[src/rtl/priv_pkg.sv]
package priv_pkg;
  typedef enum logic [1:0] {
    OP_DATA  = 2'd0,
    OP_PORT  = 2'd1,
    OP_FLAG  = 2'd2,
    OP_FLAG2 = 2'd3
  } op_e;

  typedef enum logic [1:0] {
    V_ALLOW  = 2'd0,
    V_FAULT  = 2'd1,
    V_LOOKUP = 2'd2
  } verdict_e;

  typedef enum logic {
    ST_IDLE = 1'b0,
    ST_WAIT = 1'b1
  } gate_st_e;
endpackage

[src/rtl/priv_eff_lvl.sv]
module priv_eff_lvl #(
  parameter int LVL_W = 2
) (
  input  logic [LVL_W-1:0] cur_lvl,
  input  logic [LVL_W-1:0] sel_lvl,
  input  logic             real_mode,
  output logic [LVL_W-1:0] cur_work,
  output logic [LVL_W-1:0] eff_lvl
);
  always_comb begin
    cur_work = real_mode ? '0 : cur_lvl;
    eff_lvl  = (sel_lvl > cur_work) ? sel_lvl : cur_work;
  end
endmodule

[src/rtl/priv_verdict.sv]
module priv_verdict
  import priv_pkg::*;
#(
  parameter int LVL_W = 2
) (
  input  op_e              op,
  input  logic [LVL_W-1:0] cur_work,
  input  logic [LVL_W-1:0] eff_lvl,
  input  logic [LVL_W-1:0] dsc_lvl,
  input  logic [LVL_W-1:0] io_lvl,
  input  logic             tss32,
  output verdict_e         verdict
);
  logic io_ok;

  always_comb begin
    io_ok = (cur_work <= io_lvl);
    if (op == OP_DATA) begin
      verdict = (eff_lvl <= dsc_lvl) ? V_ALLOW : V_FAULT;
    end else if (io_ok) begin
      verdict = V_ALLOW;
    end else if (!tss32) begin
      verdict = V_FAULT;
    end else if (op == OP_PORT) begin
      verdict = V_LOOKUP;
    end else begin
      verdict = V_FAULT;
    end
  end

  // a 16-bit task structure never leads to a bitmap lookup
  always_comb begin
    if (!tss32) p_no_lookup_tss16_r5: assert (verdict != V_LOOKUP);
  end
endmodule

[src/rtl/priv_port_mask.sv]
module priv_port_mask #(
  parameter int MAX_BYTES = 4
) (
  input  logic [1:0]           size,
  output logic [MAX_BYTES-1:0] mask
);
  localparam int CNT_W = $clog2(MAX_BYTES + 1);
  logic [CNT_W-1:0] nbytes;

  always_comb begin
    case (size)
      2'd0:    nbytes = CNT_W'(1);
      2'd1:    nbytes = CNT_W'(2);
      default: nbytes = CNT_W'(4);
    endcase
    if (nbytes > CNT_W'(MAX_BYTES)) nbytes = CNT_W'(MAX_BYTES);
  end

  for (genvar gi = 0; gi < MAX_BYTES; gi++) begin : g_bit
    assign mask[gi] = (CNT_W'(gi) < nbytes);
  end
endmodule

[src/rtl/priv_gate.sv]
module priv_gate
  import priv_pkg::*;
#(
  parameter int LVL_W     = 2,
  parameter int PORT_W    = 16,
  parameter int MAX_BYTES = 4
) (
  input  logic                 clk,
  input  logic                 rst_n,
  input  logic                 req_valid,
  input  logic [1:0]           req_op,
  input  logic [LVL_W-1:0]     cur_lvl,
  input  logic [LVL_W-1:0]     sel_lvl,
  input  logic [LVL_W-1:0]     dsc_lvl,
  input  logic [LVL_W-1:0]     io_lvl,
  input  logic                 real_mode,
  input  logic                 tss32,
  input  logic [PORT_W-1:0]    req_port,
  input  logic [1:0]           req_size,
  input  logic                 bm_rsp_valid,
  input  logic [MAX_BYTES-1:0] bm_rsp_bits,
  output logic                 grant,
  output logic                 fault,
  output logic [LVL_W-1:0]     eff_lvl,
  output logic                 bm_req,
  output logic [PORT_W-1:0]    bm_port,
  output logic [MAX_BYTES-1:0] bm_mask
);
  gate_st_e             st_q, st_d;
  logic                 grant_d, fault_d;
  logic [LVL_W-1:0]     eff_q, eff_d, cur_work, eff_c;
  logic [PORT_W-1:0]    port_q, port_d;
  logic [MAX_BYTES-1:0] mask_q, mask_d, mask_c;
  logic                 accept, load_en;
  verdict_e             verdict;

  priv_eff_lvl #(.LVL_W(LVL_W)) u_eff (
    .cur_lvl(cur_lvl), .sel_lvl(sel_lvl), .real_mode(real_mode),
    .cur_work(cur_work), .eff_lvl(eff_c)
  );

  priv_verdict #(.LVL_W(LVL_W)) u_verdict (
    .op(op_e'(req_op)), .cur_work(cur_work), .eff_lvl(eff_c),
    .dsc_lvl(dsc_lvl), .io_lvl(io_lvl), .tss32(tss32), .verdict(verdict)
  );

  priv_port_mask #(.MAX_BYTES(MAX_BYTES)) u_mask (
    .size(req_size), .mask(mask_c)
  );

  assign accept  = req_valid && (st_q == ST_IDLE);
  assign load_en = accept;

  always_comb begin
    st_d    = st_q;
    grant_d = 1'b0;
    fault_d = 1'b0;
    eff_d   = eff_q;
    port_d  = port_q;
    mask_d  = mask_q;
    if (accept) begin
      eff_d = eff_c;
      case (verdict)
        V_ALLOW: grant_d = 1'b1;
        V_FAULT: fault_d = 1'b1;
        default: begin
          st_d   = ST_WAIT;
          port_d = req_port;
          mask_d = mask_c;
        end
      endcase
    end else if ((st_q == ST_WAIT) && bm_rsp_valid) begin
      st_d = ST_IDLE;
      if (|(bm_rsp_bits & mask_q)) fault_d = 1'b1;
      else                         grant_d = 1'b1;
    end
  end

  always_ff @(posedge clk or negedge rst_n) begin
    if (!rst_n) begin
      st_q  <= ST_IDLE;
      grant <= 1'b0;
      fault <= 1'b0;
    end else begin
      st_q  <= st_d;
      grant <= grant_d;
      fault <= fault_d;
    end
  end

  always_ff @(posedge clk or negedge rst_n) begin
    if (!rst_n) begin
      eff_q  <= '0;
      port_q <= '0;
      mask_q <= '0;
    end else if (load_en) begin
      eff_q  <= eff_d;
      port_q <= port_d;
      mask_q <= mask_d;
    end
  end

  assign eff_lvl = eff_q;
  assign bm_req  = (st_q == ST_WAIT);
  assign bm_port = port_q;
  assign bm_mask = mask_q;

  p_excl_r9: assert property (@(posedge clk) disable iff (!rst_n)
    !(grant && fault));
  p_quiet_wait_r9: assert property (@(posedge clk) disable iff (!rst_n)
    bm_req |-> !grant && !fault);
  p_hold_r7: assert property (@(posedge clk) disable iff (!rst_n)
    (bm_req && !bm_rsp_valid) |=> bm_req && $stable(bm_port) && $stable(bm_mask));
  p_close_r8: assert property (@(posedge clk) disable iff (!rst_n)
    (bm_req && bm_rsp_valid) |=> !bm_req && (grant || fault));
  p_eff_floor_r2: assert property (@(posedge clk) disable iff (!rst_n)
    (req_valid && !bm_req) |=> eff_lvl >= $past(sel_lvl));
  p_stray_rsp_r10: assert property (@(posedge clk) disable iff (!rst_n)
    (!bm_req && !req_valid) |=> !grant && !fault);
endmodule

[config.mk]
export PLATFORM = sky130hd
export DESIGN_NAME = priv_gate
export DESIGN_NICKNAME = d
export VERILOG_FILES = /design/src/rtl/priv_pkg.sv /design/src/rtl/priv_eff_lvl.sv /design/src/rtl/priv_verdict.sv /design/src/rtl/priv_port_mask.sv /design/src/rtl/priv_gate.sv
export SDC_FILE = /design/constraint.sdc
export NUM_CORES = 1
export LEC_CHECK = 0
export BUFFER_PORTS_ARGS = -buffer_cell sky130_fd_sc_hd__clkbuf_2
export CORE_MARGIN = 8
export CORE_UTILIZATION = 25
export DETAILED_ROUTE_END_ITERATION = 6
export SYNTH_ARGS = -nofsm -noshare
export SYNTH_HDL_FRONTEND = slang
export SYNTH_SLANG_ARGS = --single-unit
[constraint.sdc]
create_clock -name clk -period 2.9 [get_ports clk]
set_input_delay 0.29 -clock clk [delete_from_list [all_inputs] [get_ports clk]]
set_output_delay 0.29 -clock clk [all_outputs]
set_load 0.01 [all_outputs]
**After elaboration in Yosys (flattened, before gate mapping)**

Cells that the tools add are included.

- Bits in registers: 25
- Latch bits: 0
- Memory bits (writable): 0
- ROM bits: 0
- Input port bits: 38
- Word-level logic and storage cells: 51
- Memories kept: 0

- Add/subtract/negate cells: 0
- $mul: 0
- Divide/modulo/power cells: 0
- Magnitude comparators: 8
- Eq/ne operators: 4
- Shifts and indexed selects: 0
- Mux-type cells: 20
- Bitwise gates (word level): 3
- Reduce and logical (&&, ||, !) cells: 10

Operators by type and width:

| operator | number |
|---|---|
| $mux W1 | 12 |
| $mux W2 | 6 |
| $eq A2 B1 Y1 const B | 3 |
| $logic_not A2 Y1 | 3 |
| $lt A1 B3 Y1 const A | 2 |
| $lt A2 B3 Y1 const A | 2 |
| $pmux W3 S2 | 1 |
| $and A4 B4 Y4 | 1 |
| $le A2 B2 Y1 | 2 |
| $reduce_and A2 Y1 | 2 |
| $reduce_or A4 Y1 | 1 |
| $gt A3 B3 Y1 const B | 1 |
| $mux W3 | 1 |
| $gt A2 B2 Y1 | 1 |
| $logic_and A1 B1 Y1 | 2 |
| $ne A2 B2 Y1 const B | 1 |
| $not A1 Y1 | 2 |
| $reduce_bool A2 Y1 | 1 |
| $reduce_or A2 Y1 | 1 |

**Logic depth before layout (Yosys ltp)**

- Word-level depth: 10
- Depth in mapped cells: 11
- Depth with buffers taken out: 11

**Hierarchy**

Synthesis repeated with hierarchy kept, for this count alone.

- Cell total of the unflattened synthesis: 109
- Area, all modules: 1348.8 um2

By module, submodules not included:

| module | times used | cells an instance | area an instance (um2) |
|---|---|---|---|
| priv_gate | 1 | 65 | 1047.3 |
| priv_verdict | 1 | 19 | 137.6 |
| priv_eff_lvl | 1 | 18 | 117.6 |
| priv_port_mask | 1 | 7 | 46.3 |

**Worst setup path before layout**

No wires, ideal clock.

- Kind: input port to flip-flop
- Start: input real_mode
- End: register fault
- Setup time: 0.122 ns
- Arrival: 1.856 ns
- Data required time: 2.778 ns
- Slack: 0.922 ns
- Stages: 10
- Cell sequence: nand2b_1 > ha_1 > nor2_1 > o22ai_1 > mux2i_1 > ha_1 > nor2b_1 > o211ai_1 > mux2i_1 > a32o_1

- Longest elaborated chain between the ends: 9
- Elaborated cells between the ends (all ways): 11
- Classes of those cells: order compare (3); eq/ne (1); mux (7)

Ends and longest elaborated chain:

| item | line | RTL |
|---|---|---|
| start: declaration | priv_gate.sv:16 | `input logic real_mode,` |
| $mux W2 * | priv_eff_lvl.sv:11 | `cur_work = real_mode ? '0 : cur_lvl;` |
| $gt A2 B2 Y1 | priv_eff_lvl.sv:12 | `eff_lvl = (sel_lvl > cur_work) ? sel_lvl : cur_work;` |
| $mux W2 | priv_eff_lvl.sv:12 |  |
| $le A2 B2 Y1 | priv_verdict.sv:19 | `verdict = (eff_lvl <= dsc_lvl) ? V_ALLOW : V_FAULT;` |
| $mux W1 | priv_verdict.sv:19 |  |
| $mux W2 * | priv_verdict.sv:18 | `if (op == OP_DATA) begin` |
| $eq A2 B1 Y1 * | priv_gate.sv:63 | `case (verdict)` |
| $mux W1 * | priv_gate.sv:63 |  |
| $mux W1 * | priv_gate.sv:61 | `if (accept) begin` |
| named net fault_d | priv_gate.sv:30 | `logic grant_d, fault_d;` |
| end signal: assignment | priv_gate.sv:87 | `fault <= fault_d;` |
| end: declaration | priv_gate.sv:23 | `output logic fault,` |

The timed path passes the listed nets; every way through them passes the cells marked *.
A chain may end at the register's enable or synchronous reset.

**Final worst setup path**

Same ends and word-level chain as after synthesis.

==> flow_metrics.py <==
metrics = {
    "logic_synthesis": {
        "synth_nets": 143,
        "netlist_area_mm2": 0.001219,
        "ys_top_cells_by_area": "dfrtp_1 51%, mux2_2 16%, ha_1 8.2%",
        "syn_inst": 97,
        "synth-edff-count": 0,
        "ys_warn_count": 0,
        "synth_cell_types": 23,
        "synth_top_cell_area_share_pct": 51.33,
        "syn_area_per_cell_um2": 12.56,
        "synth_area_leader_cell": "dfrtp_1",
        "yosys-top-cells-count": "25 x dfrtp_1, 17 x mux2_2, 10 x inv_1",
        "ys_ff_latch": 25,
        "yosysMostFrequentCell": "dfrtp_1",
        "synth-async-reset-ratio_pct": 100.0,
        "synth_top_flop_cell": "dfrtp_1",
        "seq_area_frac_synth_pct": 51.33,
    },
    "worst_setup_path": {
        "crit_path_end_kind": "flip-flop",
        "cp_num_cells": 11,
        "crit_type": "in2reg",
        "cp_num_buf_inv": 1,
        "rr_endpoint": "bm_port[6]$_DFFE_PN0P_",
        "r2r_start": "bm_req$_DFFE_PN0P_",
        "cp-start-kind": "primary input",
        "path_max_fanout": 3,
        "reg2reg_slack_ns": 1.20,
        "cpPeakStageDelay_ns": 0.31,
        "path_cells": "clkbuf_2 > nand2b_1 > ha_1 > nor2_1 > o22ai_1 > mux2i_1 > ha_1 > nor2b_1 > o211ai_1 > mux2i_1 > a32o_1",
        "r2r_cells": 4,
        "cp.arrival_ns": 2.09,
        "critPathRequiredTime_ns": 3.05,
        "cpLargestDelayFamily": "compound AO/OA/AOI/OAI gates",
        "crit_slowest_cell": "ha_1",
    },
    "flow_run": {
        "drv_cap": 0,
    },
    "final_layout": {
        "num-nets-final": 209,
        "num-fill-cells": 490,
        "diodes": 0,
        "area_delta_synth_final_pct": 34.81,
        "utilization_pct": 34.78,
        "seqCellArea_um2": 625.6,
        "drive_above_1_share_pct": 54.32,
        "multi_input_area_um2": 533.0,
    },
    "drt": {
        "viasPerCell": 4.188,
        "drtAntennaViolNets": 0,
        "num_vias": 959,
        "wl_um": 2808,
        "wire_per_inst_um": 12.26,
        "dr.pass1.iters": 3,
        "drtIter0Drc": 15,
        "remaining_drc_errors": 0,
    },
    "global_routing": {
        "antenna_found_initial": 0,
        "grt_usage_pct": 8.138,
        "grt_pass1_vias": 1063,
        "grt_first_pass_wirelength_um": 4878,
        "grt_overflow_total": 0,
        "grt_max_degree": 26,
    },
    "cts": {
        "cts_tree": "done",
        "cts-root-buf": "clkbuf_8",
        "clock_latency_ns": 0.26,
        "path_clk_slew_ns": 0.08,
        "clock_path_buffers": 2,
        "cts_sinks": 25,
        "cts_max_level": 1,
        "post_cts_resize_count": 0,
        "hold_buffers": 0,
        "post_cts_buffers": 0,
        "cts_buffers": 3,
    },
    "power_and_ir_drop": {
        "sequentialPowerShare_pct": 48.9,
        "p_comb_share_pct": 31.0,
        "leakagePower_nw": 0.8922,
        "switchingPower_w": 0.0002903,
        "netSwitchingFraction_pct": 29.62,
        "peakVddDrop_mv": 0.1635,
        "clockPowerShare_pct": 20.1,
        "power.density_mw_per_mm2": 596.6,
        "p_int_w": 0.0006898,
    },
    "die": {
        "initial_core_util_pct": 25.80,
        "rows": 25,
        "dieArea_mm2": 0.007365,
        "die_h_um": 85.82,
        "core-area_mm2": 0.004723,
        "die_w_um": 85.82,
        "pin_count": 63,
    },
    "sta": {
        "clock_skew_ns": 0.003601,
        "slew_viol_final": 0,
        "setup_tns_ns": 0,
        "maxSlewHeadroom_pct": 59.63,
        "finalHoldViolations": 0,
        "fmax_ghz": 0.5174,
        "setup_violations": 0,
        "fin_ws_ns": 0.9674,
        "fin_crit_sh_pct": 66.64,
        "rsz0062_at_grt": "false",
        "min_period_ns": 1.933,
        "worst_slew_pin_slew_ns": 0.6055,
    },
    "place": {
        "place_congestion": 0.7185,
        "hpwl_um": 2380,
        "port_buffers": 62,
        "place_ws_ns": 0.6781,
    },
    "worst_hold_path": {
        "hold_path.class": "in2async",
    },
    "outcome": {
        "status": "finished clean",
    },
}
## stage by stage
stage	cell area (um^2)	power, W	cells	hold WS (ns)
after floorplan	1219	0.0006466	97	-0.005591
after global placement	1598	0.0007942	225	0.3455
after detailed placement	1598	0.0008002	225	0.3422
after CTS	1643	0.001007	229	0.04818
after global routing	1643	0.001061	229	0.08721
final	1643	0.0009801	229	0.02436
## per-layer routing
layer	wire length [um]	GRT usage, %	part of all wire [%]	vias to the layer above
li1	-	-	-	468
met1	1280	9.643	46	445
met2	1244	13.33	44	44
met5	0	0	0	-
met3	278	3.343	9.9	2
met4	5	1.911	0.18	0
## layout make-up
cell class | count | share of cell area (%)
clock buffer | 4 | 2.742
multi-input combinational | 60 | 32.44
tap | 67 | 5.103
inverter | 10 | 2.285
sequential | 25 | 38.08
timing repair buffer | 63 | 19.34
## registers in the layout, indices dropped and copies added (netlist names)
signal   count
bm_mask      4
bm_port     16
bm_req       1
eff_lvl      2
fault        1
grant        1
## logic make-up after synthesis
family | Yosys count | synth area share [%]
adders and majority gates | 8 | 8.214
muxes | 21 | 19.10
buffers and inverters | 12 | 4.928
DFF | 25 | 51.33
and+or+nand+nor | 19 | 9.549
AOI/OAI and AO/OA | 12 | 6.878
## power groups by stage
stage               logic, W  registers [W]  clock network (W)
CTS                 0.000313       0.000481           0.000213
finish              0.000303       0.000480           0.000197
global route        0.000341       0.000492           0.000228
floorplan           0.000117       0.000529                  0
global placement    0.000307       0.000487                  0
detailed placement  0.000312       0.000488                  0
## worst register-to-register path, delay by kind of cell (launching register included)
| family | cells | cell delay [ns] |
|---|---|---|
| buffers and inverters | 1 | 0.32 |
| DFF | 1 | 0.44 |
| muxes | 1 | 0.38 |
| and+or+nand+nor | 2 | 0.44 |
## cell usage in the layout, fill, tap and decap left out, drive strengths merged
cell / count
o211ai: 2
or2: 2
mux2i: 3
mux2: 18
nor2b: 2
nor2: 2
dfrtp: 25
o22ai: 2
nor4: 1
buf: 1
nand2: 7
a21oi: 1
clkbuf: 66
inv: 10
nand2b: 4
a32o: 1
o21ai: 3
a21o: 1
a22oi: 2
ha: 8
and3b: 1
## worst max-delay path by stage
stage | from | to
floorplan | real_mode | fault$_DFF_PN0_
global placement | real_mode | fault$_DFF_PN0_
detailed placement | real_mode | fault$_DFF_PN0_
CTS | real_mode | fault$_DFF_PN0_
global route | real_mode | fault$_DFF_PN0_
finish | real_mode | fault$_DFF_PN0_
(Power assumes the default switching activity.)
